File: src/rtl/rsi_pkg.sv
`timescale 1ns/1ps
package rsi_pkg;
    localparam int NSRC  = 9;
    localparam int SWID  = 7;
    localparam int AW    = 2;

    localparam logic [AW-1:0] A_MASK = 2'd0;
    localparam logic [AW-1:0] A_PEND = 2'd1;
    localparam logic [AW-1:0] A_LIVE = 2'd2;

    localparam int S_UNLOCK = 0;
    localparam int S_INVAL  = 1;
    localparam int S_CSUPD  = 2;
    localparam int S_TXERR  = 3;
    localparam int S_NAUD   = 4;
    localparam int S_NPCM   = 5;
    localparam int S_COPY   = 6;
    localparam int S_PREEMP = 7;
    localparam int S_RATE   = 8;

    typedef struct packed {
        logic       unlock;
        logic [1:0] rate;
        logic       preemph;
        logic       copy_n;
        logic       nonpcm;
        logic       nonaudio;
    } live_t;

    typedef struct packed {
        logic [NSRC-1:0] mask;
        logic [NSRC-1:0] rdata;
    } regs_t;
endpackage

File: src/rtl/rsi_change_det.sv
`timescale 1ns/1ps
module rsi_change_det #(
    parameter int W = 7
) (
    input  logic         clk,
    input  logic         rst_n,
    input  logic [W-1:0] cur_i,
    output logic [W-1:0] hold_o,
    output logic [W-1:0] chg_o
);
    typedef struct packed {
        logic [W-1:0] hold;
        logic         armed;
    } cd_t;

    cd_t s_d, s_q;

    always_comb begin
        s_d.hold  = cur_i;
        s_d.armed = 1'b1;
    end

    always_ff @(posedge clk or negedge rst_n) begin
        if (!rst_n) s_q <= '0;
        else        s_q <= s_d;
    end

    for (genvar i = 0; i < W; i++) begin : g_bit
        assign chg_o[i] = s_q.armed & (cur_i[i] ^ s_q.hold[i]);
    end

    assign hold_o = s_q.hold;
endmodule

File: src/rtl/rsi_sticky.sv
`timescale 1ns/1ps
module rsi_sticky #(
    parameter int N = 9
) (
    input  logic         clk,
    input  logic         rst_n,
    input  logic [N-1:0] set_i,
    input  logic [N-1:0] mask_i,
    input  logic         clr_i,
    output logic [N-1:0] flags_o
);
    logic [N-1:0] flags_d, flags_q;

    for (genvar i = 0; i < N; i++) begin : g_flag
        always_comb begin
            flags_d[i] = (flags_q[i] & ~clr_i) | (set_i[i] & ~mask_i[i]);
        end
    end

    always_ff @(posedge clk or negedge rst_n) begin
        if (!rst_n) flags_q <= '0;
        else        flags_q <= flags_d;
    end

    assign flags_o = flags_q;
endmodule

File: src/rtl/rx_status_irq.sv
`timescale 1ns/1ps
module rx_status_irq
    import rsi_pkg::*;
(
    input  logic            clk,
    input  logic            rst_n,
    input  logic            nonaudio_i,
    input  logic            nonpcm_i,
    input  logic            copy_n_i,
    input  logic            preemph_i,
    input  logic [1:0]      rate_i,
    input  logic            unlock_i,
    input  logic            ev_invalid_i,
    input  logic            ev_csupd_i,
    input  logic            ev_txerr_i,
    input  logic            req_i,
    input  logic            we_i,
    input  logic [1:0]      addr_i,
    input  logic [8:0]      wdata_i,
    output logic [8:0]      rdata_o,
    output logic            irq_n_o
);
    live_t           live_in;
    live_t           live_q;
    logic [SWID-1:0] live_hold;
    logic [SWID-1:0] chg;
    logic [NSRC-1:0] src_pulse;
    logic [NSRC-1:0] pend_q;
    logic [NSRC-1:0] mask_q;
    logic            rd_pend;
    regs_t           r_d, r_q;

    always_comb begin
        live_in.unlock   = unlock_i;
        live_in.rate     = rate_i;
        live_in.preemph  = preemph_i;
        live_in.copy_n   = copy_n_i;
        live_in.nonpcm   = nonpcm_i;
        live_in.nonaudio = nonaudio_i;
    end

    rsi_change_det #(.W(SWID)) u_det (
        .clk    (clk),
        .rst_n  (rst_n),
        .cur_i  (live_in),
        .hold_o (live_hold),
        .chg_o  (chg)
    );

    assign live_q = live_t'(live_hold);

    always_comb begin
        src_pulse           = '0;
        src_pulse[S_UNLOCK] = chg[6];
        src_pulse[S_INVAL]  = ev_invalid_i;
        src_pulse[S_CSUPD]  = ev_csupd_i;
        src_pulse[S_TXERR]  = ev_txerr_i;
        src_pulse[S_NAUD]   = chg[0];
        src_pulse[S_NPCM]   = chg[1];
        src_pulse[S_COPY]   = chg[2];
        src_pulse[S_PREEMP] = chg[3];
        src_pulse[S_RATE]   = chg[4] | chg[5];
    end

    assign rd_pend = req_i & ~we_i & (addr_i == A_PEND);

    rsi_sticky #(.N(NSRC)) u_pend (
        .clk     (clk),
        .rst_n   (rst_n),
        .set_i   (src_pulse),
        .mask_i  (mask_q),
        .clr_i   (rd_pend),
        .flags_o (pend_q)
    );

    always_comb begin
        r_d = r_q;
        if (req_i && we_i && addr_i == A_MASK) begin
            r_d.mask = wdata_i;
        end
        if (req_i && !we_i) begin
            unique case (addr_i)
                A_MASK:  r_d.rdata = r_q.mask;
                A_PEND:  r_d.rdata = pend_q;
                A_LIVE:  r_d.rdata = {{(NSRC-SWID){1'b0}}, live_q};
                default: r_d.rdata = '0;
            endcase
        end
    end

    always_ff @(posedge clk or negedge rst_n) begin
        if (!rst_n) r_q <= '0;
        else        r_q <= r_d;
    end

    assign mask_q  = r_q.mask;
    assign rdata_o = r_q.rdata;
    assign irq_n_o = ~(|pend_q);
endmodule

File: config.mk
export PLATFORM = sky130hd
export DESIGN_NAME = rx_status_irq
export DESIGN_NICKNAME = d
export VERILOG_FILES = /design/src/rtl/rsi_pkg.sv /design/src/rtl/rsi_change_det.sv /design/src/rtl/rsi_sticky.sv /design/src/rtl/rx_status_irq.sv
export SDC_FILE = /design/constraint.sdc
export NUM_CORES = 1
export LEC_CHECK = 0
export ABC_AREA = 1
export ABC_CLOCK_PERIOD_IN_PS = 1200
export BUFFER_PORTS_ARGS = -buffer_cell sky130_fd_sc_hd__buf_2
export CAP_MARGIN = 0
export CORE_MARGIN = 2
export CORE_UTILIZATION = 50
export CTS_CLUSTER_DIAMETER = 40
export DETAILED_ROUTE_END_ITERATION = 6
export GPL_TIMING_DRIVEN = 0
export PLACE_DENSITY = 0.74
export SLEW_MARGIN = 20
export SYNTH_ARGS = -nofsm -noshare
export SYNTH_HDL_FRONTEND = slang
export SYNTH_SLANG_ARGS = --single-unit
File: constraint.sdc
create_clock -name clk -period 1.2 [get_ports clk]
set_input_delay 0.24 -clock clk [delete_from_list [all_inputs] [get_ports clk]]
set_output_delay 0.24 -clock clk [all_outputs]
set_load 0.005 [all_outputs]
* Word level (Yosys, flattened, before mapping)
Cells that the tools add are included.
** Operators by class
- Equal/unequal tests :: 2
- Mux-type cells :: 1
- Bitwise operators :: 56
- Reductions and logical operators :: 6
** Operator list (count)
- bitwise AND 1 bit :: 27
- one-hot mux 9 bit (3 select lines) :: 1
- NOT 1 bit :: 12
- OR 1 bit :: 10
- OR reduction 9 bit :: 1
- XOR 1 bit :: 7
- logical AND 1 bit :: 3
- equality test 2 x 1 -> 1 bit (second input constant) :: 1
- equality test 2 bit (second input constant) :: 1
- logical NOT 2 bit :: 1
- logical NOT 1 bit :: 1
** Storage, ports and cells
- Bits in registers :: 35
- Input bits :: 25
- Output and inout port bits :: 10
- Logic and storage cells :: 70

* Longest topological paths before layout
Gate-level depths: netlist of run 1.
- Depth after elaboration :: 6
- Gate-level depth with buffers :: 6
- Gate-level depth less buffers :: 6

* By module
A second synthesis of run 1 with hierarchy kept.
** Second synthesis, totals
- Cell total of the unflattened synthesis :: 216
- Area total of the unflattened synthesis :: 1719.1 um^2
** Modules (own cells, without submodules)
- rx_status_irq :: times used 1, cells each 126, area each 993.5 um^2, seq. area each 450.4 um^2
- rsi_sticky :: times used 1, cells each 46, area each 364.1 um^2, seq. area each 225.2 um^2
- rsi_change_det :: times used 1, cells each 44, area each 361.6 um^2, seq. area each 200.2 um^2

* Worst setup path before layout of run 1
Ideal clock, no wire load.
- Path kind :: in2reg
- Start point :: input port addr_i[1]
- End point :: register r_q, in the netlist mask_q[8]
- Library setup time :: 117 ps
- Arrival :: 904 ps
- Data required time :: 1083 ps
- Path slack :: 179 ps
- Stages :: 6
- Buffers on the path :: 2
- Cell sequence :: buf_6 -> nor2_8 -> nand3_4 -> buf_6 -> nand2_2 -> o21ai_2
** On the way
- Longest elaborated chain between the ends :: 2
** RTL lines
- start, declared :: RTL line rx_status_irq.sv:18 : input logic [1:0] addr_i,
- logical NOT 2 bit :: RTL line rx_status_irq.sv:78 : if (req_i && we_i && addr_i == A_MASK) begin
- logical AND 1 bit :: RTL line rx_status_irq.sv:78
- end signal, assigned :: RTL line rx_status_irq.sv:93 : else r_q <= r_d;
- end, declared :: RTL line rx_status_irq.sv:31 : regs_t r_d, r_q;
Every way passes these cells.
A chain may end at the register's enable or synchronous reset.

* Worst setup path in the final report of run 1
- Start point :: register u_pend.flags_q[7] (netlist: u_pend.flags_o[7])
- End point :: output port irq_n_o
** On the way
- Longest elaborated chain between the ends :: 2
** RTL lines
- start, declared :: RTL line rsi_sticky.sv:12 : logic [N-1:0] flags_d, flags_q;
- start signal, assigned :: RTL line rsi_sticky.sv:22 : else flags_q <= flags_d;
- OR reduction 9 bit :: RTL line rx_status_irq.sv:98 : assign irq_n_o = ~(|pend_q);
- NOT 1 bit :: RTL line rx_status_irq.sv:98
- end, declared :: RTL line rx_status_irq.sv:21 : output logic irq_n_o
Every way passes these cells.

==> summary.md, run 1 <==
| Metric | Value |
|---|---|
| DR iter-0 viols | 65 |
| Kind of critical path | flop to primary output |
| Vias per inst | 5.011 |
| Synth area leader | dfrtp_1 |
| Multi-input logic area | 643.1 um^2 |
| Fmax | 676.0 MHz |
| Worst R2R Start | u_det.hold_o[1] |
| Gpl congestion | 0.8759 |
| Ys async rst share | 100.0% |
| Commonest cells post-synth | nand2_1 (56), dfrtp_1 (35), nand3_1 (32), inv_1 (25), o21ai_2 (9) |
| Power Dens Cells | 1374 mW/mm^2 |
| # rows | 20 |
| Syn nets | 215 |
| Detailed-route DRC error count | 0 |
| Initial antenna violation count | 0 |
| Family with the most delay on the worst path | flip-flops |
| Crit-path max FO | 2 |
| Leakage | 1.080 nW |
| Synth top area cells | dfrtp_1 (53%), nand2_1 (13%), nand3_1 (9.7%) |
| Logic pwr share | 17.6% |
| Synth-to-layout area growth | 21.24% |
| Number of flops mapped to enable cells by yosys | 0 |
| Met3 routed WL | 208 um |
| Root buffer cell | clkbuf_4 |
| R2R Setup Slk | 0.23 ns |
| Prevailing post-synth register cell | dfrtp_1 |
| Critical Path AT | 1.24 ns |
| Psw | 0.7634 mW |
| Placed cell area | 0.001869 mm^2 |
| CTS tree | done |
| Slew Limit Headroom | 50.14% |
| Io pins | 35 |
| Power Internal | 1.983 mW |
| Overall Power | 2.746 mW |
| Worst Hold Launch | nonpcm_i |
| Slew Limit Fails | 0 |
| CP required | 0.96 ns |
| CP cell instances | nor2_1 -> nand3_1 -> nor3_2 -> buf_2 |
| Status | complete, but fails checks |
| Post-DP HPWL | 2452 um |
| Worst hold path class | primary input to flop |
| Final-report setup violation count | 1 |
| Core box area | 0.003103 mm^2 |
| CTS max path bufs | 2 |
| Total GRT Usage | 21.60% |
| Final core occ | 64.44% |
| Worst Hold End | u_det.hold_o[1] |
| Sequential cell area | 875.8 um^2 |
| Pin count of the biggest net entering global routing | 36 |
| WL met1 | 1570 um |
| Antenna-violating nets left | 0 |
| CP Launch Type | flop |
| Final worst path period need | 1.479 ns |
| MaxCap Viol Count | 0 |
| Total Wirelength | 3404 um |
| Clk network pwr share | 29.7% |
| Die H | 61.43 um |
| Mapped Cells | 190 |
| Maximum vdd drop | 0.6322 mV |
| Final worst-path setup slack | -0.2794 ns |
| Skew final | 0.01406 ns |
| Port bufs | 33 |
| Critical path endpoint category | primary output |
| Avg Inst Size Synth | 8.679 um^2 |
| #FFs+latches synth | 35 |
| Unrepaired setup endpoints after global routing | yes |
| Worst r2r path cells | 3 |
| Period utilization | 123.3% |
| Seq/Total Area, Yosys | 53.11% |
| Initial Utilization | 53.15% |
| ANT cells | 0 |
| Worst path buffer plus inverter count | 1 |
| Warnings from Yosys | 0 |
| Top cell type's share of synthesized area | 53.11% |
| Number of global-route vias before repair | 1309 |
| Design Area, Final | 0.001999 mm^2 |
| First-pass GRT wire length | 5796 um |
| GRT overflow | 0 |
| Worst-skew pair later-pin latency | 0.35 ns |
| Routed via count | 1403 |
| Die Wd | 61.43 um |
| Cell area after synthesis | 0.001649 mm^2 |
| Filler instances | 310 |
| Sw frac | 27.80% |
| DIE AREA | 0.003774 mm^2 |
| Seq pwr share | 52.7% |
| Reg2reg end | u_pend.flags_o[5] |
| Endpoints failing hold | 0 |
| Worst-path clk slew | 0.11 ns |
| CP max stage cell | dfrtp_1 |
| Crit path largest cell delay | 0.42 ns |
| H-Tree Depth | 2 |
| Fin Setup TNS | -0.2794 ns |
| Hold Path Depth | 1 |
| WL/cell | 12.16 um |
| Cell with the most instances after synthesis | nand2_1 |
| Max layer used | met4 |
| Num CTS Buffers | 5 |
| Met2 WL | 1559 um |
| Layout Nets | 261 |
| WHS | 0.01423 ns |
| Violated checks | setup timing |
| Least-Margin Pin Slew | 0.7479 ns |
| First-pass DRT Iterations | 5 |
| Share of layout cells above drive strength 1 | 30.93% |
| CTS Sinks | 35 |
| Synth unique cells | 20 |
-- layout make-up --
type	instances	area share, %
flip-flops and latches	35	43.80
multi-input cells	125	32.17
repair buffers	39	10.76
inverters	27	5.069
well taps	44	2.753
clock buffers	5	1.877
clock inverters	2	1.877
plain buffers	3	1.690
-- power by group through the flow --
stage / sequential, mW / combinational (mW) / clock (mW)
3_3_place_gp: 1.46 / 0.444 / 0
2_1_floorplan: 1.44 / 0.281 / 0
4_1_cts: 1.44 / 0.485 / 0.826
3_5_place_dp: 1.46 / 0.453 / 0
5_1_grt: 1.46 / 0.557 / 0.883
6_report: 1.45 / 0.483 / 0.816
-- layer usage --
layer	GRT usage, %	up-vias
li1	-	692
met1	28.80	655
met2	34.04	49
met3	5.042	7
met4	9.119	0
met5	0	-
-- state kept, by name, indices dropped and copies added, names as in the netlist --
signal	cells
u_det.hold_o	7
rdata_o	9
u_pend.flags_o	9
mask_q	9
u_det.s_q	1
-- logic make-up (layout without fill, tap and decap cells) --
logic type	count (synthesis)	after routing	synth area share, %
AOI/OAI and AO/OA	16	16	7.132
xor gates and xnor gates	1	1	0.5312
buffers and inverters	30	76	8.194
DFF	35	35	53.11
other	1	1	0.2274
and+or+nand+nor	107	107	30.80
-- what timing repair did --
item / 4_1_cts / 5_1_grt
endpoints found under the hold margin: 35 / 1
hold buffers: 1 / 1
resized for setup: 2 / 2
buffers inserted: 4 / 0
pin swaps: 2 / 1
setup endpoints to repair: 1 / 1
-- metrics by stage --
stage               worst slack [ns]  std cells
finish                       -0.2794        280
global route                 -0.3764        280
CTS                          -0.2933        279
detailed placement           0.02566        267
global placement             0.02968        267
floorplan                     0.1792        190
-- worst max-delay path by stage --
| stage | from | to | cells after the start |
|---|---|---|---|
| 2_1_floorplan | addr_i[1] | mask_q[8] | 6 |
| 3_3_place_gp | u_pend.flags_o[7] | irq_n_o | 4 |
| 3_5_place_dp | u_pend.flags_o[7] | irq_n_o | 4 |
| 4_1_cts | u_pend.flags_o[0] | irq_n_o | 4 |
| 5_1_grt | u_pend.flags_o[1] | irq_n_o | 4 |
| 6_report | u_pend.flags_o[7] | irq_n_o | 4 |
-- layout by cell type (no fill, tap or decap) --
cell,instances
buf_2,33
buf_4,4
buf_6,3
bufinv_16,1
clkbuf_4,5
clkinvlp_4,1
conb_1,1
dfrtp_1,35
dlygate4sd3_1,2
inv_1,22
inv_2,5
nand2_1,56
nand2_2,3
nand3_1,32
nand3_4,1
nand4_1,1
nor2_1,6
nor2_4,2
nor2_8,1
nor3_2,1
o21ai_0,1
o21ai_1,3
o21ai_2,9
o22ai_1,3
or2_2,4
xnor2_1,1
Power figures use the tool's default switching activity.
==> inputs of run 2 (changes only) <==
Settings changed: SYNTH_HIERARCHICAL set to 1.
==> run 2 against run 1 <==
Effect of this change:
- the run still ends with setup timing left
- clock skew down 0.0072 ns
- flip-flop and latch count unchanged
- critical endpoint unchanged
- hold slack better by 0.012 ns
- critical path depth unchanged
- register-to-register slack worse by 0.14 ns
- clock power down 12%
- count of clock-buffer cells in the layout up 3
- synthesized cell count up 14%
- cell count up 11%
==> summary.md, run 2 <==
| Metric | Value |
|---|---|
| CP max stage cell | dfrtp_1 |
| Commonest cells post-synth | nand2_1 (90), dfrtp_1 (35), nand3_1 (23), inv_1 (20), nor2_1 (17) |
| Total Wirelength | 3440 um (+1.1%) |
| Worst-path clk slew | 0.10 ns (about the same) |
| Final worst-path setup slack | -0.3025 ns (-0.02311 ns) |
| R2R Setup Slk | 0.09 ns (-0.14 ns) |
| Post-DP HPWL | 2419 um (-1.4%) |
| Cell with the most instances after synthesis | nand2_1 |
| Final core occ | 62.81% (-1.6 points) |
| Gpl congestion | 0.8052 (-8.1%) |
| Power Dens Cells | 1290 mW/mm^2 (-6.1%) |
| Syn nets | 241 (+12%) |
| First-pass DRT Iterations | 4 (-1) |
| Core box area | 0.003311 mm^2 (+6.7%) |
| Filler instances | 337 (+8.7%) |
| Critical Path AT | 1.26 ns (+0.02 ns) |
| Unrepaired setup endpoints after global routing | yes |
| Fin Setup TNS | -0.3025 ns (-0.02311 ns) |
| Status | complete, but fails checks |
| Synth area leader | dfrtp_1 |
| Number of flops mapped to enable cells by yosys | 0 (unchanged) |
| Io pins | 35 (unchanged) |
| Detailed-route DRC error count | 0 (unchanged) |
| Fmax | 665.6 MHz (-1.5%) |
| Initial antenna violation count | 0 (unchanged) |
| H-Tree Depth | 2 (unchanged) |
| Worst r2r path cells | 5 (+2) |
| Die Wd | 62.64 um (+2.0%) |
| Final-report setup violation count | 1 (unchanged) |
| Slew Limit Fails | 0 (unchanged) |
| CTS Sinks | 35 (unchanged) |
| Share of layout cells above drive strength 1 | 28.41% (-2.5 points) |
| Die H | 62.64 um (+2.0%) |
| Port bufs | 33 (unchanged) |
| Maximum vdd drop | 0.6695 mV (+5.9%) |
| Ys async rst share | 100.0% (unchanged) |
| Synth unique cells | 15 (-25%) |
| Pin count of the biggest net entering global routing | 36 (unchanged) |
| Total GRT Usage | 19.89% (-1.7 points) |
| Worst hold path class | primary input to flop |
| CTS max path bufs | 2 (unchanged) |
| Endpoints failing hold | 0 (unchanged) |
| ANT cells | 0 (unchanged) |
| Worst Hold Launch | unlock_i |
| Synth top area cells | dfrtp_1 (51%), nand2_1 (20%), nand3_1 (6.7%) |
| Non-filler cells in the finished layout | 310 (+11%) |
| Synth-to-layout area growth | 20.96% |
| Reg2reg end | u_pend/flags_o[8] |
| Antenna-violating nets left | 0 (unchanged) |
| #FFs+latches synth | 35 (unchanged) |
| Violated checks | setup timing |
| Vias per inst | 4.745 (-5.3%) |
| DR iter-0 viols | 43 (-34%) |
| Period utilization | 125.2% (+1.9 points) |
| Crit-path max FO | 2 (unchanged) |
| Top cell type's share of synthesized area | 50.95% (-2.2 points) |
| First-pass GRT wire length | 6154 um (+6.2%) |
| Commonest cells after routing, fill and taps aside | nand2_1 (90), dfrtp_1 (35), buf_2 (33) |
| DIE AREA | 0.003923 mm^2 (+4.0%) |
| Num CTS Buffers | 5 (unchanged) |
| Prevailing post-synth register cell | dfrtp_1 |
| # rows | 21 (+5.0%) |
| Cell count after placement | 295 (+10%) |
| WL/cell | 11.10 um (-8.7%) |
| Layout Nets | 288 (+10%) |
| Worst Hold End | u_det/hold_o[6] |
| Worst-skew pair later-pin latency | 0.34 ns (about the same) |
| CP required | 0.96 ns (about the same) |
| GRT overflow | 0 (unchanged) |
| CP Launch Type | flop |
| Number of global-route vias before repair | 1462 (+12%) |
| Final worst path period need | 1.502 ns (+0.02311 ns) |
| Worst R2R Start | u_det/s_q[0] |
| Seq/Total Area, Yosys | 50.95% (-2.2 points) |
| Hold Path Depth | 1 (unchanged) |
| Avg Inst Size Synth | 7.959 um^2 (-8.3%) |
| Skew final | 0.006879 ns (-0.007181 ns) |
| Slew Limit Headroom | 49.34% (-0.80 points) |
| MaxCap Viol Count | 0 (unchanged) |
| Least-Margin Pin Slew | 0.7599 ns (+0.01196 ns) |
| Root buffer cell | clkbuf_4 |
| CTS tree | done |
| Kind of critical path | flop to primary output |
| Initial Utilization | 51.93% (-1.2 points) |
| Cell area after synthesis | 0.001719 mm^2 (+4.2%) |
| Most common cell after layout, fill and taps aside | nand2_1 |
| CP cell instances | nor2_1 -> nand2_1 -> nor3_4 -> buf_2 |
| Crit path largest cell delay | 0.41 ns (about the same) |
| Mapped Cells | 216 (+14%) |
| Warnings from Yosys | 6 (+6) |
| Leakage | 1.175 nW (+8.7%) |
| Routed via count | 1471 (+4.8%) |
| Critical path endpoint category | primary output |
## run 2: final cells by class
type | count | area [um^2] | share of cell area [%]
Sequential cell | 35 | 875.8 | 42.12
Inverter | 24 | 90.09 | 4.332
Buffer | 10 | 82.58 | 3.971
Clock buffer | 8 | 68.82 | 3.309
Multi-Input combinational cell | 147 | 684.4 | 32.91
Tap cell | 46 | 57.56 | 2.768
Timing Repair Buffer | 40 | 220.2 | 10.59
## run 2: how the worst max path moves through the flow
stage          cells after the start              start           endpoint
2_1_floorplan                      2  u_pend/flags_o[0]            irq_n_o
3_3_place_gp                       8              req_i  u_pend/flags_o[7]
3_5_place_dp                       8              req_i  u_pend/flags_o[5]
4_1_cts                            3  u_pend/flags_o[0]            irq_n_o
5_1_grt                            4  u_pend/flags_o[7]            irq_n_o
6_report                           4  u_pend/flags_o[3]            irq_n_o
## run 2: through the flow
stage	power [mW]	hold slack, ns	area [um^2]	setup WS, ns
after detailed placement	1.943	0.3559	1942	-0.1563
after global placement	1.923	0.3486	1942	-0.1323
after CTS	2.714	0.01401	2079	-0.3062
final	2.682	0.02621	2079	-0.3025
after global routing	2.844	0.01698	2079	-0.3573
after floorplan	1.750	-0.05559	1719	0.09670
## run 2: logic make-up (layout without fill, tap and decap cells)
family,after synthesis,after routing,synth area share [%]
AND/OR/NAND/NOR,137,137,34.21
flip-flops,35,35,50.95
buffers and inverters,34,82,10.04
AO/OA/AOI/OAI,9,9,4.585
other,1,1,0.2181
## run 2: what timing repair did
action / in CTS / in global routing
hold buffers: 1 / 0
pin swaps: 2 / 1
setup endpoints to repair: 1 / 1
hold endpoints to repair: 35 / 0
setup buffers: 6 / 0
gates cloned: 0 / 0
resized for setup: 3 / 0
## run 2: critical path, delay by kind of cell (launching register included)
kind	cells	cell delay, ns
buffers and inverters	1	0.13
DFF	1	0.41
and+or+nand+nor	3	0.39
## run 2: per-layer routing
layer | global-route usage, % | share of wire, % | vias up
met4 | 9.167 | 2.2 | 0
met3 | 3.243 | 5.4 | 8
met1 | 24.82 | 45 | 669
met5 | 0 | 0 | -
met2 | 33.87 | 48 | 46
li1 | - | - | 748
## run 2: power breakdown
group,internal [mW],leakage [nW],switching [mW]
Combinational,0.247,0.726,0.276
Clock,0.345,0.0386,0.373
Sequential,1.33,0.410,0.112
==> inputs of run 3 (changes only) <==
Settings changed: GPL_TIMING_DRIVEN 0 to not set.
==> run 3 against run 2 <==
Effect of this change:
- the run still ends with setup timing left
- wire length down 0.76%
- fmax increased by 4.2%
- highest routed layer unchanged
- sequential power hardly changed
- critical endpoint unchanged
==> summary.md, run 3 (synthesis results as in run 2) <==
| Metric | Value |
|---|---|
| Total Wirelength | 3414 um (-0.76%) |
| Status | complete, but fails checks |
| DIE AREA | 0.003923 mm^2 (unchanged) |
| Endpoints failing hold | 0 (unchanged) |
| Io pins | 35 (unchanged) |
| # rows | 21 (unchanged) |
| Worst hold path class | primary input to flop |
| First-pass DRT Iterations | 4 (unchanged) |
| Root buffer cell | clkbuf_4 |
| ANT cells | 0 (unchanged) |
| Kind of critical path | flop to primary output |
| Worst-path clk slew | 0.10 ns (about the same) |
| Die H | 62.64 um (unchanged) |
| Initial antenna violation count | 0 (unchanged) |
| Leakage | 1.150 nW (-2.1%) |
| Routed via count | 1432 (-2.7%) |
| Initial Utilization | 51.93% (unchanged) |
| Core box area | 0.003311 mm^2 (unchanged) |
| R2R Setup Slk | 0.13 ns (+0.04 ns) |
| Gpl congestion | 0.8189 (+1.7%) |
| Number of global-route vias before repair | 1445 (-1.2%) |
| Fmax | 693.7 MHz (+4.2%) |
| Power Dens Cells | 1243 mW/mm^2 (-3.7%) |
| CTS tree | done |
| DR iter-0 viols | 67 (+56%) |
| First-pass GRT wire length | 6009 um (-2.4%) |
| WHS | 0.02806 ns (+0.001852 ns) |
| Layout Nets | 288 (unchanged) |
| Design Area, Final | 0.002059 mm^2 (-0.96%) |
| Antenna-violating nets left | 0 (unchanged) |
| Critical Path AT | 1.20 ns (-0.06 ns) |
| Worst-skew pair later-pin latency | 0.34 ns (about the same) |
| Die Wd | 62.64 um (unchanged) |
| CTS max path bufs | 2 (unchanged) |
| CP required | 0.96 ns (about the same) |
| Unrepaired setup endpoints after global routing | yes |
| Maximum vdd drop | 0.7409 mV (+11%) |
| Port bufs | 34 (+3.0%) |
| Most common cell after layout, fill and taps aside | nand2_1 |
| Share of layout cells above drive strength 1 | 28.41% (unchanged) |
| Crit-path max FO | 2 (unchanged) |
| Synth-to-layout area growth | 19.80% |
| Vias per inst | 4.619 (-2.7%) |
| MaxCap Viol Count | 0 (unchanged) |
| Critical path endpoint category | primary output |
| Period utilization | 120.1% (-5.1 points) |
| CP Launch Type | flop |
| Placed cell area | 0.001944 mm^2 (+0.13%) |
| Final worst path period need | 1.442 ns (-0.06085 ns) |
| H-Tree Depth | 2 (unchanged) |
| Post-DP HPWL | 2452 um (+1.4%) |
| Pin count of the biggest net entering global routing | 21 (-42%) |
| Total GRT Usage | 19.59% (-0.30 points) |
| Num CTS Buffers | 5 (unchanged) |
| Final worst-path setup slack | -0.2416 ns (+0.06085 ns) |
| Slew Limit Fails | 0 (unchanged) |
| Detailed-route DRC error count | 0 (unchanged) |
| Skew final | 0.009784 ns (+0.002904 ns) |
| Final-report setup violation count | 1 (unchanged) |
| Violated checks | setup timing |
| CTS Sinks | 35 (unchanged) |
| Commonest cells after routing, fill and taps aside | nand2_1 (90), dfrtp_1 (35), buf_2 (34) |
| GRT overflow | 0 (unchanged) |
| WL/cell | 11.01 um (-0.76%) |
[run 3: cell count changes in the layout (fill, tap and decap cells not counted)]
| cell | delta |
|---|---|
| buf_12 | +1 |
| nor2_1 | -1 |
| nor3_2 | +1 |
| clkbuf_8 | -2 |
| clkinv_2 | +1 |
| nor2_2 | +1 |
| buf_6 | -2 |
| nor3_4 | -1 |
| buf_2 | +1 |
| clkbuf_1 | +1 |
[run 3: power breakdown]
group / internal (mW) / leakage, nW / switching (mW)
Sequential: 1.33 / 0.410 / 0.110
Clock: 0.228 / 0.0293 / 0.358
Combinational: 0.255 / 0.711 / 0.278
[run 3: critical path, cell delays in order (launching register included)]
cell	delay, ns
dfrtp_1	0.41
nor2_1	0.09
nand2_1	0.08
nor3_2	0.17
buf_2	0.13
[run 3: final timing paths]
| kind | from | to | cells after the start |
|---|---|---|---|
| min in group asynchronous | rst_n | u_det/hold_o[5] | 2 |
| worst min-delay path | rate_i[1] | u_det/hold_o[5] | 1 |
| max in group asynchronous | rst_n | mask_q[1] | 3 |
| worst min register to register | rdata_o[0] | rdata_o[0] | 2 |
| worst max-delay path | u_pend/flags_o[3] | irq_n_o | 4 |
| worst max register to register | u_det/hold_o[5] | u_pend/flags_o[8] | 5 |
[run 3: layout make-up]
type,count,area [um^2]
fill,336,1251
tap,46,57.56
multi-input combinational,147,680.7
clock inverter,1,5.005
inverter,24,90.09
timing repair buffer,50,305.3
sequential,35,875.8
clock buffer,7,45.04
[run 3: per-layer routing]
metal / wire length [um] / vias to the layer above / global-route usage (%) / part of all wire, %
met1: 1575 / 632 / 24.58 / 46
met4: 86 / 0 / 10.83 / 2.5
met2: 1583 / 44 / 31.59 / 46
met5: 0 / - / 0 / 0
met3: 169 / 7 / 4.144 / 5.0
li1: - / 749 / - / -
[run 3: stage by stage]
step           setup TNS, ns  power [mW]  std cells  worst slack, ns  util (%)
4_1_cts              -0.2577       2.565        308          -0.2577     61.68
2_1_floorplan              0       1.750        216          0.09670         -
6_report             -0.2416       2.559        310          -0.2416     62.21
5_1_grt              -0.3242       2.739        310          -0.3242     62.21
3_5_place_dp        -0.01513       1.951        295         -0.01513     58.73
3_3_place_gp               0       1.937        295          0.03575     58.73
[run 3: repair_timing]
item                                    4_1_cts  5_1_grt
setup buffers                                 4        2
endpoints found under the setup margin        1        1
gates resized for setup                       2        1
hold buffers                                  1        0
endpoints found under the hold margin        15        0
pin swaps                                     2        2
